File: config.mk
export PLATFORM = sky130hd
export DESIGN_NAME = pred_define_unit
export DESIGN_NICKNAME = d
export VERILOG_FILES = /design/src/rtl/pdu_pkg.sv /design/src/rtl/pdu_lookup.sv /design/src/rtl/pdu_slot_update.sv /design/src/rtl/pdu_pred_state.sv /design/src/rtl/pred_define_unit.sv
export SDC_FILE = /design/constraint.sdc
export NUM_CORES = 1
export LEC_CHECK = 0
export BUFFER_PORTS_ARGS = -buffer_cell sky130_fd_sc_hd__clkbuf_2
export CORE_ASPECT_RATIO = 1.1
export CORE_MARGIN = 2
export CORE_UTILIZATION = 45
export DETAILED_ROUTE_END_ITERATION = 12
export PLACE_DENSITY = 0.64
export SLEW_MARGIN = 30
export SYNTH_ARGS = -nofsm -noshare
export SYNTH_HDL_FRONTEND = slang
export SYNTH_SLANG_ARGS = --single-unit
export TNS_END_PERCENT = 30
File: constraint.sdc
create_clock -name clk -period 2.67 [get_ports clk]
set_clock_uncertainty 0.15 [all_clocks]
set_input_delay 0 -clock clk [delete_from_list [all_inputs] [get_ports clk]]
set_output_delay 0 -clock clk [all_outputs]
set_load 0.005 [all_outputs]
File: src/rtl/pdu_pkg.sv
`timescale 1ns/1ps
package pdu_pkg;

  typedef enum logic [1:0] {
    DEF_UNCOND = 2'b00,
    DEF_OR_NEG = 2'b01,
    DEF_AND    = 2'b10,
    DEF_NOP    = 2'b11
  } def_kind_e;

  // New value of a destination predicate for one define operation.
  function automatic logic pdu_apply(def_kind_e kind, logic guard, logic cond, logic old);
    logic res;
    res = old;
    unique case (kind)
      DEF_UNCOND: res = guard & cond;
      DEF_OR_NEG: res = guard ? (old | ~cond) : old;
      DEF_AND:    res = guard ? (old & cond) : old;
      default:    res = old;
    endcase
    return res;
  endfunction

endpackage

File: src/rtl/pdu_lookup.sv
`timescale 1ns/1ps
module pdu_lookup #(
  parameter int NUM_PREDS = 64,
  parameter int NUM_PORTS = 2,
  localparam int IW = $clog2(NUM_PREDS)
) (
  input  logic [NUM_PREDS-1:0]      pred_vec,
  input  logic [IW*NUM_PORTS-1:0]   idx,
  output logic [NUM_PORTS-1:0]      val
);
  for (genvar p = 0; p < NUM_PORTS; p++) begin : g_port
    logic [IW-1:0] sel;
    assign sel    = idx[p*IW +: IW];
    assign val[p] = pred_vec[sel];
  end
endmodule

File: src/rtl/pdu_slot_update.sv
`timescale 1ns/1ps
module pdu_slot_update
  import pdu_pkg::*;
#(
  parameter int NUM_PREDS = 64,
  localparam int IW = $clog2(NUM_PREDS)
) (
  input  logic [NUM_PREDS-1:0] pred_in,
  input  logic                 take,
  input  logic [1:0]           kind,
  input  logic [IW-1:0]        dst,
  input  logic                 guard_val,
  input  logic                 cond,
  output logic [NUM_PREDS-1:0] pred_out
);
  def_kind_e kind_e;
  logic      wr_en;
  logic      new_val;

  assign kind_e  = def_kind_e'(kind);
  assign wr_en   = take && (kind_e != DEF_NOP) && (dst != '0);
  assign new_val = pdu_apply(kind_e, guard_val, cond, pred_in[dst]);

  always_comb begin
    pred_out = pred_in;
    if (wr_en) pred_out[dst] = new_val;
  end
endmodule

File: src/rtl/pdu_pred_state.sv
`timescale 1ns/1ps
module pdu_pred_state #(
  parameter int NUM_PREDS = 64,
  localparam int IW = $clog2(NUM_PREDS)
) (
  input  logic                 clk,
  input  logic                 rst_n,
  input  logic [NUM_PREDS-1:0] next_state,
  input  logic                 init_valid,
  input  logic [IW-1:0]        init_idx,
  input  logic                 init_val,
  output logic [NUM_PREDS-1:0] state_q
);
  localparam logic [NUM_PREDS-1:0] RESET_VEC = {{(NUM_PREDS-1){1'b0}}, 1'b1};

  always_ff @(posedge clk or negedge rst_n) begin
    if (!rst_n) begin
      state_q <= RESET_VEC;
    end else if (init_valid) begin
      if (init_idx != '0) state_q[init_idx] <= init_val;
    end else begin
      state_q <= {next_state[NUM_PREDS-1:1], 1'b1};
    end
  end
endmodule

File: src/rtl/pred_define_unit.sv
`timescale 1ns/1ps
module pred_define_unit #(
  parameter int NUM_PREDS = 64,
  parameter int NUM_SLOTS = 2,
  parameter int NUM_READS = 2,
  localparam int IW = $clog2(NUM_PREDS)
) (
  input  logic                      clk,
  input  logic                      rst_n,
  input  logic [NUM_SLOTS-1:0]      def_valid,
  output logic                      def_ready,
  input  logic [2*NUM_SLOTS-1:0]    def_kind,
  input  logic [IW*NUM_SLOTS-1:0]   def_dst,
  input  logic [IW*NUM_SLOTS-1:0]   def_guard,
  input  logic [NUM_SLOTS-1:0]      def_cond,
  input  logic                      init_valid,
  input  logic [IW-1:0]             init_idx,
  input  logic                      init_val,
  input  logic [IW*NUM_READS-1:0]   rd_idx,
  output logic [NUM_READS-1:0]      rd_val
);
  logic [NUM_PREDS-1:0] state_q;
  logic [NUM_SLOTS-1:0] guard_val;
  logic [NUM_PREDS-1:0] chain [NUM_SLOTS+1];

  assign def_ready = ~init_valid;
  assign chain[0]  = state_q;

  // Guards come from committed state only.
  pdu_lookup #(.NUM_PREDS(NUM_PREDS), .NUM_PORTS(NUM_SLOTS)) u_guard (
    .pred_vec (state_q),
    .idx      (def_guard),
    .val      (guard_val)
  );

  // Slots apply in issue order; each sees the result of lower slots.
  for (genvar s = 0; s < NUM_SLOTS; s++) begin : g_slot
    pdu_slot_update #(.NUM_PREDS(NUM_PREDS)) u_upd (
      .pred_in   (chain[s]),
      .take      (def_valid[s] & def_ready),
      .kind      (def_kind[2*s +: 2]),
      .dst       (def_dst[s*IW +: IW]),
      .guard_val (guard_val[s]),
      .cond      (def_cond[s]),
      .pred_out  (chain[s+1])
    );
  end

  pdu_pred_state #(.NUM_PREDS(NUM_PREDS)) u_state (
    .clk        (clk),
    .rst_n      (rst_n),
    .next_state (chain[NUM_SLOTS]),
    .init_valid (init_valid),
    .init_idx   (init_idx),
    .init_val   (init_val),
    .state_q    (state_q)
  );

  pdu_lookup #(.NUM_PREDS(NUM_PREDS), .NUM_PORTS(NUM_READS)) u_read (
    .pred_vec (state_q),
    .idx      (rd_idx),
    .val      (rd_val)
  );
endmodule

After elaboration in Yosys (flattened, before gate mapping)
Index checks and enable logic that the tools add are counted.

storage, ports and cells
  register bits after elaboration = 64
  input port bits = 54

cells by class
  $lt $le $gt $ge = 10
  equal/unequal tests = 7
  multiplexer cells = 31
  bitwise operators = 11
  reductions and logical operators = 12

operators by type and width
  cell                                                         count
  two-way mux 64 bit                                           4
  bitwise mux 64 bit                                           3
  less-than comparator 6 x 7 -> 1 bit (second input constant)  7
  binary-select mux 1 bit (select 6 bit)                       6
  demux 1 bit (select 6 bit)                                   3
  >= comparator 6 x 1 -> 1 bit (second input constant)         3
  nonzero test 6 bit                                           3
  two-way mux 1 bit                                            13
  logical AND 1 bit                                            7
  bitwise AND 1 bit                                            6
  one-hot mux 1 bit (3 select lines)                           2
  equality test 2 x 1 -> 1 bit (second input constant)         2
  equality test 2 bit (second input constant)                  2
  zero test 2 bit                                              2
  != test 2 bit (second input constant)                        2
  NOT 1 bit                                                    3
  != test 2 x 1 -> 1 bit (second input constant)               1
  OR 1 bit                                                     2

Longest topological paths before layout
  depth after elaboration = 15
  mapped depth = 14
  mapped depth without buffers = 9

By module
A second synthesis with hierarchy kept.

unflattened totals
  cells, all modules = 1268
  area total of the unflattened synthesis = 10506.3 um2

by module, submodules not included
  module                             times used  cells each  area an instance (um2)
  pdu_pred_state                     1           398         3520.9
  pdu_slot_update (g_slot[1].u_upd)  1           345         2424.8
  pdu_slot_update (g_slot[0].u_upd)  1           344         2322.2
  pdu_lookup                         2           89          1111.1
  pred_define_unit                   1           3           16.3

Least setup slack after synthesis
No wires, ideal clock.

  kind = reg2reg
  from = reg u_state.state_q[15]
  to = reg u_state.state_q[52]
  data arrival time = 2.621 ns
  required time = 2.426 ns
  path slack = -0.194 ns
  cell stages (with the launch flop) = 12
  buffers on the path = 2
  cell sequence = dfrtp_1 > mux4_2 > a2bb2oi_1 > a22oi_1 > nand3_1 > mux2_1 > a211o_1 > buf_6 > buf_6 > o31ai_1 > nor3_1 > a221oi_2

on the way
  cells in the longest elaborated chain, start to end = 15

ends and longest elaborated chain
  item                                           RTL line                      RTL
  from (decl)                                    pdu_pred_state.sv:12          output logic [NUM_PREDS-1:0] state_q
  from (signal, indexed assignment)              pdu_pred_state.sv:20          if (init_idx != '0) state_q[init_idx] <= init_val;
  from (signal assigned)                         pdu_pred_state.sv:22          state_q <= {next_state[NUM_PREDS-1:1], 1'b1};
  binary-select mux 1 bit (select 6 bit)         pdu_slot_update.sv:22         assign new_val = pdu_apply(kind_e, guard_val, cond, pred_in[dst]);
  two-way mux 1 bit (not written as such)        pdu_slot_update.sv:22
  bitwise AND 1 bit or OR 1 bit (tied branches)  pdu_pkg.sv:18, pdu_pkg.sv:17
  two-way mux 1 bit (on tied branches)           pdu_pkg.sv:18, pdu_pkg.sv:17
  one-hot mux 1 bit (3 select lines)             pdu_pkg.sv:15                 unique case (kind)
  bitwise mux 64 bit                             pdu_slot_update.sv:26         if (wr_en) pred_out[dst] = new_val;
  two-way mux 64 bit                             pdu_slot_update.sv:26
  binary-select mux 1 bit (select 6 bit)         pdu_slot_update.sv:22
  two-way mux 1 bit (not written as such)        pdu_slot_update.sv:22
  bitwise AND 1 bit or OR 1 bit (tied branches)  pdu_pkg.sv:18, pdu_pkg.sv:17
  two-way mux 1 bit (on tied branches)           pdu_pkg.sv:18, pdu_pkg.sv:17
  one-hot mux 1 bit (3 select lines)             pdu_pkg.sv:15
  bitwise mux 64 bit                             pdu_slot_update.sv:26
  two-way mux 64 bit (*)                         pdu_slot_update.sv:26
  two-way mux 64 bit (*)                         pdu_pred_state.sv:19          end else if (init_valid) begin

Mark *: on every way between the ends. The rest lies on a longest branch, timed or not. The select of a mux whose other input is x is not followed.
A chain may end at the register's enable or synchronous reset.

Final worst setup path
  from = reg u_state.state_q[32]
  to = reg u_state.state_q[3]

The elaborated chain is that of the path after synthesis.

==> summary.txt <==
Floorplanning
  • # IOs: 57
  • Die footprint: approximately 0.021 sq mm
  • Core Area: slightly below 0.02 sq mm
  • Initial core utilization: 0.458
  • Std cell rows: 54
  • Chip width: 140 um
  • Chip height: ~150 um

Clock tree
  • CTS Sinks: 64
  • Worst-Skew Late Latency: around 0.36 ns
  • Clk buf depth: 2
  • CTS clk-pin slew, worst paths: about 0.06 ns
  • TritonCTS Buffers: 9
  • CTS tree: done
  • Clock root buffer: clkbuf_16
  • Htree depth: 3

Global route
  • Gr ovfl total: 0
  • Initial antenna violation count: 2
  • GRT Total Usage: 0.458
  • Vias in the first global route: ~11000
  • Largest net degree at the start of global routing: between 60 and 70
  • First-pass GRT wire length: ~73000 um

Yosys
  • Synth warn: 0
  • Avg Cell Area, Syn: 8.01 sq um
  • Post-Syn Area: 0.00911 sq mm
  • Count leader, synth: nor2_1
  • Synth async-reset ratio: 1.00
  • Sequential area share after synthesis: 0.176
  • Post-synth EDFFs: 0
  • Syn Nets: around 1200
  • Largest cells by area after synthesis: dfrtp_1 17%, mux4_2 17%, nor2_1 5.5%, mux2i_1 5.2%, o21ai_0 4.8%
  • Primary FF master, synth: dfrtp_1
  • Synth top area share: 0.173
  • Commonest cells post-synth: 133 x nor2_1, 89 x clkbuf_1, 87 x o21ai_0, 85 x a21oi_1, 69 x mux4_2
  • Cells after Synth: between 1000 and 1500
  • Synth unique cells: 66
  • #FFs+latches synth: 64
  • Synth area leader: dfrtp_1

Placed design
  • Placed cell count: around 1700
  • Placed Area: about 0.012 sq mm
  • RePlAce Congestion: a little over 1
  • Hpwl dp: around 37000 um
  • PortBufs: 56

Finish
  • Layout cell share with drive strength beyond 1: 0.406
  • Syn-to-layout area delta: 41.2%
  • Nets@finish: 1482
  • Max FFs per register: 64
  • Number of fill cells in the layout: approximately 1800
  • Biggest regs: u_state.state_q: 64 flops
  • Largest register by flop count: u_state.state_q
  • Antenna diodes: 0
  • Design area: between 0.01 and 0.015 sq mm
  • Post-route insts no fill: ~1700

Power and ir drop
  • Peak VDD IR: around 280 uV
  • PwrDens: a little over 500 mW/mm^2
  • Power, Total: approximately 0.0065 W
  • Leakage: around 4.8 nW

Worst hold path
  • HP Class: input port to flop

STA
  • RSZ-0062 raised after global routing: true
  • Relative slew slack: 0.418
  • Worst Tran Pin Value: roughly 0.86 ns
  • Setup-failing EPs final: 65
  • Final worst-path cycle share: 1.23
  • Final worst slack: -0.616 ns
  • Final Hold Viols: 0
  • Min Clock Period, post-route: between 3 and 4 ns
  • Max-slew violation total from the final report: 0
  • Fmax: 0.304 GHz

Run status
  • Status: finished with violations
  • Violated checks: setup timing

Worst setup path
  • Crit-path cells: mux4_2 > mux2i_1 > or3_1 > nand4_1 > buf_4 > a311oi_2 > a211o_4 > a21oi_4 > o31ai_4 > buf_6 > buf_16 > buf_6 > a221oi_2
  • CP delay by family, top: compound AO/OA/AOI/OAI gates
  • Max incr delay on CP: 0.49 ns
  • CP endpoint kind: flop
  • Arr. time, crit path: between 3 and 4 ns
  • Critical path's slowest cell: mux4_2
  • CP most frequent cell: buf_6
  • CP Max Fanout: 6
  • Required time of the critical path: between 2 and 3 ns
  • Worst Path Buf+Inv: 4
  • WS Path Type: flop to flop
  • CP Launch Type: flop

Drt
  • Wire per inst: ~29 um
  • Routed wire length: 49600 um
  • DRC viols: 0
  • Drt first pass iters: 7
  • Routed vias: 12100
  • Iter 0 DRT Violations: approximately 1700
  • DR vias/cell: roughly 7.2
  • Antenna Nets Post-Route: 0

Flow run
  • Max_cap viols: 0
kinds of logic after synthesis:
| kind of cell | after synthesis | share of synthesized area |
|---|---|---|
| AOI/OAI and AO/OA | 429 | 0.322 |
| and+or+nand+nor | 376 | 0.198 |
| buffers and inverters | 140 | 0.0671 |
| muxes | 126 | 0.235 |
| DFF | 64 | 0.176 |
| xor gates and xnor gates | 2 | 0.00192 |
worst min-delay path, delay by kind of cell:
| kind | cells | cell delay (ns) |
|---|---|---|
| AO/OA/AOI/OAI | 1 | 0.14 |
| buffers and inverters | 2 | 0.28 |
| AND/OR/NAND/NOR | 1 | 0.10 |
metal layers:
layer  vias to the layer above  global-route usage  wire, um
li1                       5100                   -         -
met1                      5854               0.610     18800
met2                       947               0.680     21100
met3                       241               0.143      6670
met4                         2               0.221      3100
met5                         -                   0        17
path summary, 6_finish.rpt:
check / startpoint / end / slack [ns] / cells past startpoint
worst max register to register: u_state.state_q[32] / u_state.state_q[3] / -0.62 / 13
worst max-delay path: u_state.state_q[32] / u_state.state_q[3] / -0.62 / 13
worst min register to register: u_state.state_q[0] / u_state.state_q[0] / 0.53 / 2
max in group asynchronous: rst_n / u_state.state_q[13] / 1.93 / 3
min in group asynchronous: rst_n / u_state.state_q[52] / 0.07 / 3
worst min-delay path: def_dst[11] / u_state.state_q[28] / 0.06 / 4
where the power goes:
group          internal [W]  switching [W]
Clock              0.000820       0.000546
Combinational       0.00180        0.00189
Sequential          0.00116       0.000331
final cells by class:
class | count | area [sq um] | share of cell area
Multi-Input combinational cell | 933 | 7270 | 0.565
Inverter | 13 | 48.8 | 0.00379
Tap cell | 252 | 315 | 0.0245
Timing Repair Buffer | 407 | 3300 | 0.257
Clock inverter | 7 | 96.3 | 0.00749
Clock buffer | 9 | 225 | 0.0175
Sequential cell | 64 | 1610 | 0.125
timing repair:
| action | CTS | global route |
|---|---|---|
| cloned | 3 | 2 |
| hold buffers | 1 | 0 |
| hold endpoints to repair | 64 | 0 |
| gates resized for setup | 77 | 21 |
| setup buffers | 12 | 2 |
| pin swaps | 34 | 12 |
| endpoints found under the setup margin | 65 | 65 |
through the flow:
step / hold slack, ns / TNS (ns) / worst slack, ns / utilization
finish: 0.0639 / -34.77 / -0.616 / 0.648
global route: 0.111 / -38.94 / -0.673 / 0.648
CTS: 0.0337 / -30.23 / -0.527 / 0.640
detailed placement: -0.0936 / -36.41 / -0.701 / 0.597
global placement: -0.0920 / -33.42 / -0.681 / 0.597
floorplan: -0.446 / -7.23 / -0.133 / -
cell usage in the layout (no fill, tap or decap), types with 10 or more instances in the layout:
cell       instances
clkbuf_16         11
clkbuf_2          54
o22ai_1           12
a21oi_1           70
nand2_1           63
o311ai_0          40
nand4_1           18
nor2_1           132
o21a_1            20
o211ai_1          30
inv_1             11
buf_4            315
nand3_1           41
a21oi_2           13
o31ai_2           11
o21ai_0           87
nor4_1            10
dfrtp_1           58
nor2b_1           17
nor3_1            34
mux2i_1           46
mux4_2            69
buf_12            17
o31ai_1           42
Note: power is estimated with default switching activity, not from simulation.
